===== config.mk =====
export PLATFORM = sky130hd
export DESIGN_NAME = sio_isr_seq
export DESIGN_NICKNAME = d
export VERILOG_FILES = /design/src/rtl/sio_isr_seq.sv
export SDC_FILE = /design/constraint.sdc
export NUM_CORES = 1
export LEC_CHECK = 0
export BUFFER_PORTS_ARGS = -buffer_cell sky130_fd_sc_hd__buf_2
export CAP_MARGIN = 20
export CORE_MARGIN = 3
export CORE_UTILIZATION = 34
export CTS_CLUSTER_DIAMETER = 50
export DETAILED_ROUTE_END_ITERATION = 7
export PLACE_DENSITY = 0.81
export SLEW_MARGIN = 15
export SYNTH_ARGS = -nofsm -noshare
export SYNTH_HDL_FRONTEND = slang
export SYNTH_SLANG_ARGS = --single-unit

===== constraint.sdc =====
create_clock -name clk -period 1 [get_ports clk]
set_clock_uncertainty 0.05 [all_clocks]
set_input_delay 0.1 -clock clk [delete_from_list [all_inputs] [get_ports clk]]
set_output_delay 0.1 -clock clk [all_outputs]
set_load 0.01 [all_outputs]

===== src/rtl/sio_isr_seq.sv =====
module sio_isr_seq #(
  parameter logic [7:0] CMD_RST_TX  = 8'h28,
  parameter logic [7:0] CMD_RST_EXT = 8'h10,
  parameter logic [7:0] CMD_RET     = 8'h38
) (
  input  logic        clk,
  input  logic        rst_n,
  input  logic        wake_req,
  input  logic        soft_mark,
  input  logic [15:0] port_status,
  output logic        port_load,
  output logic [15:0] port_word,
  output logic        busy,
  output logic        done,
  output logic        soft_pend
);

  localparam logic [15:0] ACK_WORD = 16'h0B00;
  localparam logic [15:0] RET_WORD = {8'h07, CMD_RET};

  typedef enum logic [2:0] {
    S_IDLE, S_ACK, S_ACK_W, S_ACT, S_ACT_W, S_RET, S_RET_W, S_DONE
  } st_t;

  st_t        st;
  logic [2:0] vec;
  logic [15:0] act_word;

  wire cs_free = ~port_status[15];

  always_ff @(posedge clk) begin
    if (!rst_n) begin
      st  <= S_IDLE;
      vec <= 3'd0;
    end else begin
      case (st)
        S_IDLE:  if (wake_req) st <= S_ACK;
        S_ACK:   st <= S_ACK_W;
        S_ACK_W: if (cs_free) begin
                   vec <= port_status[2:0];
                   st  <= S_ACT;
                 end
        S_ACT:   st <= S_ACT_W;
        S_ACT_W: if (cs_free) st <= soft_pend ? S_DONE : S_RET;
        S_RET:   st <= S_RET_W;
        S_RET_W: if (cs_free) st <= S_DONE;
        default: st <= S_IDLE;
      endcase
    end
  end

  always_ff @(posedge clk) begin
    if (!rst_n)
      soft_pend <= 1'b0;
    else if (soft_mark)
      soft_pend <= 1'b1;
    else if (st == S_ACT_W && cs_free)
      soft_pend <= 1'b0;
  end

  always_comb begin
    case (vec[1:0])
      2'd0:    act_word = {5'b0, vec[2], 2'b11, CMD_RST_TX};
      2'd1:    act_word = {5'b0, vec[2], 2'b11, CMD_RST_EXT};
      default: act_word = {5'b0, vec[2], 2'b00, 8'h00};
    endcase
  end

  always_comb begin
    case (st)
      S_ACK:   port_word = ACK_WORD;
      S_ACT:   port_word = act_word;
      S_RET:   port_word = RET_WORD;
      default: port_word = 16'h0000;
    endcase
  end

  assign port_load = (st == S_ACK) || (st == S_ACT) || (st == S_RET);
  assign busy      = (st != S_IDLE);
  assign done      = (st == S_DONE);

endmodule



==> summary.md <==
| Metric | Value |
|---|---|
| Status | `finished, violations left` |
| Failing checks | `setup timing` |
| Placed cell areas | `608.1 µm²` |
| Routed Antenna Nets | `0` |
| Design area | `701.9 µm²` |
| Non-filler cells, final | `99` |
| Hold Buf Count CTS | `0` |
| Area grow syn2layout | `35.18%` |
| Max VDD drop | `964.9 µV` |
| Final core occ | `0.5137` |
| CP Launch Type | `flop` |
| CTS tree | `yes` |
| Overall routing resource usage | `0.1177` |
| Largest net degree at the start of global routing | `11` |
| Worst Reg-to-Reg Cells | `5` |
| Power Dens Cells | `1191 nW/µm²` |
| Antenna fix cells | `0` |
| DRC viols | `0` |
| Post-synth cell types | `29` |
| Critical-path maximum fanout | `8` |
| Worst r2r src | `st[1]` |
| Worst hold path endpoint | `vec[2]` |
| # nets final | `105` |
| Cell-by-cell trace of the critical path | `buf_4 -> or3_1 -> buf_2` |
| Clk sink count | `7` |
| RSZ-0062 raised after global routing | `yes` |
| Final Hold Viols | `0` |
| MaxCap Viol Count | `0` |
| FMAX | `741.4 MHz` |
| Core Area | `1366 µm²` |
| Most frequent cells in the layout | `18 x buf_2, 9 x conb_1, 8 x buf_4` |
| Average size of a mapped cell | `8.654 µm²` |
| Critical path launch point | `st[1]` |
| Final setup fails | `16` |
| Synth top area share | `0.2699` |
| Cells on Worst Hold Path | `3` |
| Setup crit end kind | `output pin` |
| Initial antenna violation count | `0` |
| Total power | `835.9 µW` |
| Syn Std Cell Area | `519.2 µm²` |
| Fin crit share | `1.349` |
| CP peak stage delay | `0.36 ns` |
| Die Y | `45.08 µm` |
| Top cell type by total area after synthesis | `dfxtp_1` |
| Chip Width | `45.08 µm` |
| Reg-to-reg slack, setup | `-0.24 ns` |
| Slowest library cell on the worst path | `dfxtp_4` |
| Top post-synthesis cells by area | `dfxtp_1 27%, buf_4 16%, mux2i_1 5.8%, nor4b_4 4.6%, nand2_1 4.3%` |
| Drt via density | `4.707` |
| Grt ovf | `0` |
| Pleak | `0.0003498 µW` |
| First-pass GRT wire length | `1697 µm` |
| Final-report max-slew violation count | `0` |
| Minimum clock period | `1.349 ns` |
| Final Wtd Congestion | `0.6635` |
| Die area | `2032 µm²` |
| Worst hold start | `port_status[2]` |
| H-tree levels | `1` |
| Io pins | `40` |
| Placed insts | `92` |
| Initial Util | `0.3800` |
| CP bufs+invs | `2` |
| CTS Buffer Depth | `2` |
| Top cell family by delay on the critical path | `flip-flops` |
| Drt total wl | `1081 µm` |
| TritonCTS Buffers | `3` |
| Reg2reg end | `soft_pend` |
| Starting DRC count in detailed routing | `5` |
| Worst hold path type | `input port to flop` |
| Vias in the first global route | `400` |
| Wire length per cell | `10.92 µm` |
| Vias | `466` |
| Most common cell after layout, fill and taps aside | `buf_2` |
| Worst setup margin | `-0.3488 ns` |
| Syn. warnings | `0` |
| Port Buf Inserts | `18` |
| Number of detailed-route iterations in the first pass | `3` |
| Data arrival, critical path | `1.20 ns` |
| Kind of critical path | `flop to output pin` |
| Row count | `13` |
| Worst Path Required | `0.85 ns` |
| CTS Root Cell | `clkbuf_4` |
| Worst-Skew Late Latency | `0.25 ns` |
| Sequential share of the synthesized area | `0.2699` |
| Share of cells above drive strength 1 | `0.5119` |
| Post-DP HPWL | `818.1 µm` |
| Cell count after synthesis | `60` |
| FF+latch count, synth | `7` |
| Reg clk slew, reported paths | `0.05 ns` |
==> registers in the layout (all words and copies together) (netlist names) <==
signal and count:
soft_pend 1, st 3, vec 3
==> final cells by class <==
| type | count | area, µm² |
|---|---|---|
| fill | 145 | 664.4 |
| clock buffer | 4 | 26.28 |
| multi-input combinational | 44 | 339.1 |
| inverter | 2 | 7.507 |
| tap | 15 | 18.77 |
| sequential | 7 | 148.9 |
| timing repair buffer | 27 | 161.4 |
==> worst max path at each step <==
stage	cells after the start	slack [ns]	end
after detailed placement	3	-0.12	port_word[5]
final	3	-0.35	busy
after floorplan	4	-0.15	port_word[5]
after global routing	3	-0.39	port_word[3]
after global placement	3	-0.09	port_word[10]
after CTS	3	-0.35	busy
==> worst min-delay path, stage by stage <==
cell and delay (ns):
buf_2 0.10, nand2_1 0.04, mux2i_1 0.05
==> synthesized netlist by cell type <==
master / count
o21a_1: 3
nor2_1: 1
clkbuf_1: 1
buf_2: 2
nor4b_4: 1
and3b_1: 2
nor3b_1: 1
nand2_1: 6
and2b_1: 1
buf_4: 11
and3_1: 1
a21boi_0: 2
nor4bb_1: 1
nor4b_2: 1
and2_1: 1
a31oi_1: 1
a21oi_1: 1
inv_1: 2
or3_1: 1
o21ai_0: 3
conb_1: 1
o31a_1: 1
a21bo_1: 1
nor3_1: 1
nand3b_1: 1
mux2i_1: 3
dfxtp_1: 7
buf_6: 1
nor4b_1: 1
==> power breakdown <==
part / switching, µW / internal [µW] / total [µW]
combinational: 122 / 131 / 253
sequential: 30.9 / 300 / 331
clock: 100 / 152 / 252
total: 253 / 583 / 836
==> logic make-up (layout without fill, tap and decap cells) <==
group | count (synthesis) | after routing | share of synthesized area
buffers and inverters | 17 | 33 | 0.2217
flip-flops | 7 | 7 | 0.2699
AO/OA/AOI/OAI | 12 | 12 | 0.1590
other | 1 | 9 | 0.007222
AND/OR/NAND/NOR | 20 | 20 | 0.2844
multiplexers | 3 | 3 | 0.05783
==> metal layers <==
| metal | wire length (µm) | GRT usage |
|---|---|---|
| met1 | 433 | 0.1359 |
| met2 | 544 | 0.1977 |
| met3 | 102 | 0.07171 |
| met4 | 0 | 0 |
| met5 | 0 | 0 |
==> what timing repair did <==
action / CTS / global route
pin swaps: 4 / 0
setup buffers: 2 / 1
gates resized for setup: 6 / 6
endpoints found under the setup margin: 17 / 17
==> per-stage QoR <==
step / TNS (ns) / setup slack (ns) / hold WS [ns]
after CTS: -3.447 / -0.3465 / 0.04451
after floorplan: -0.1782 / -0.1461 / 0.1873
after global routing: -4.268 / -0.3926 / 0.04807
final: -3.404 / -0.3488 / 0.05066
after detailed placement: -1.007 / -0.1167 / 0.3083
after global placement: -0.7026 / -0.09130 / 0.3006
(Power assumes the default switching activity.)
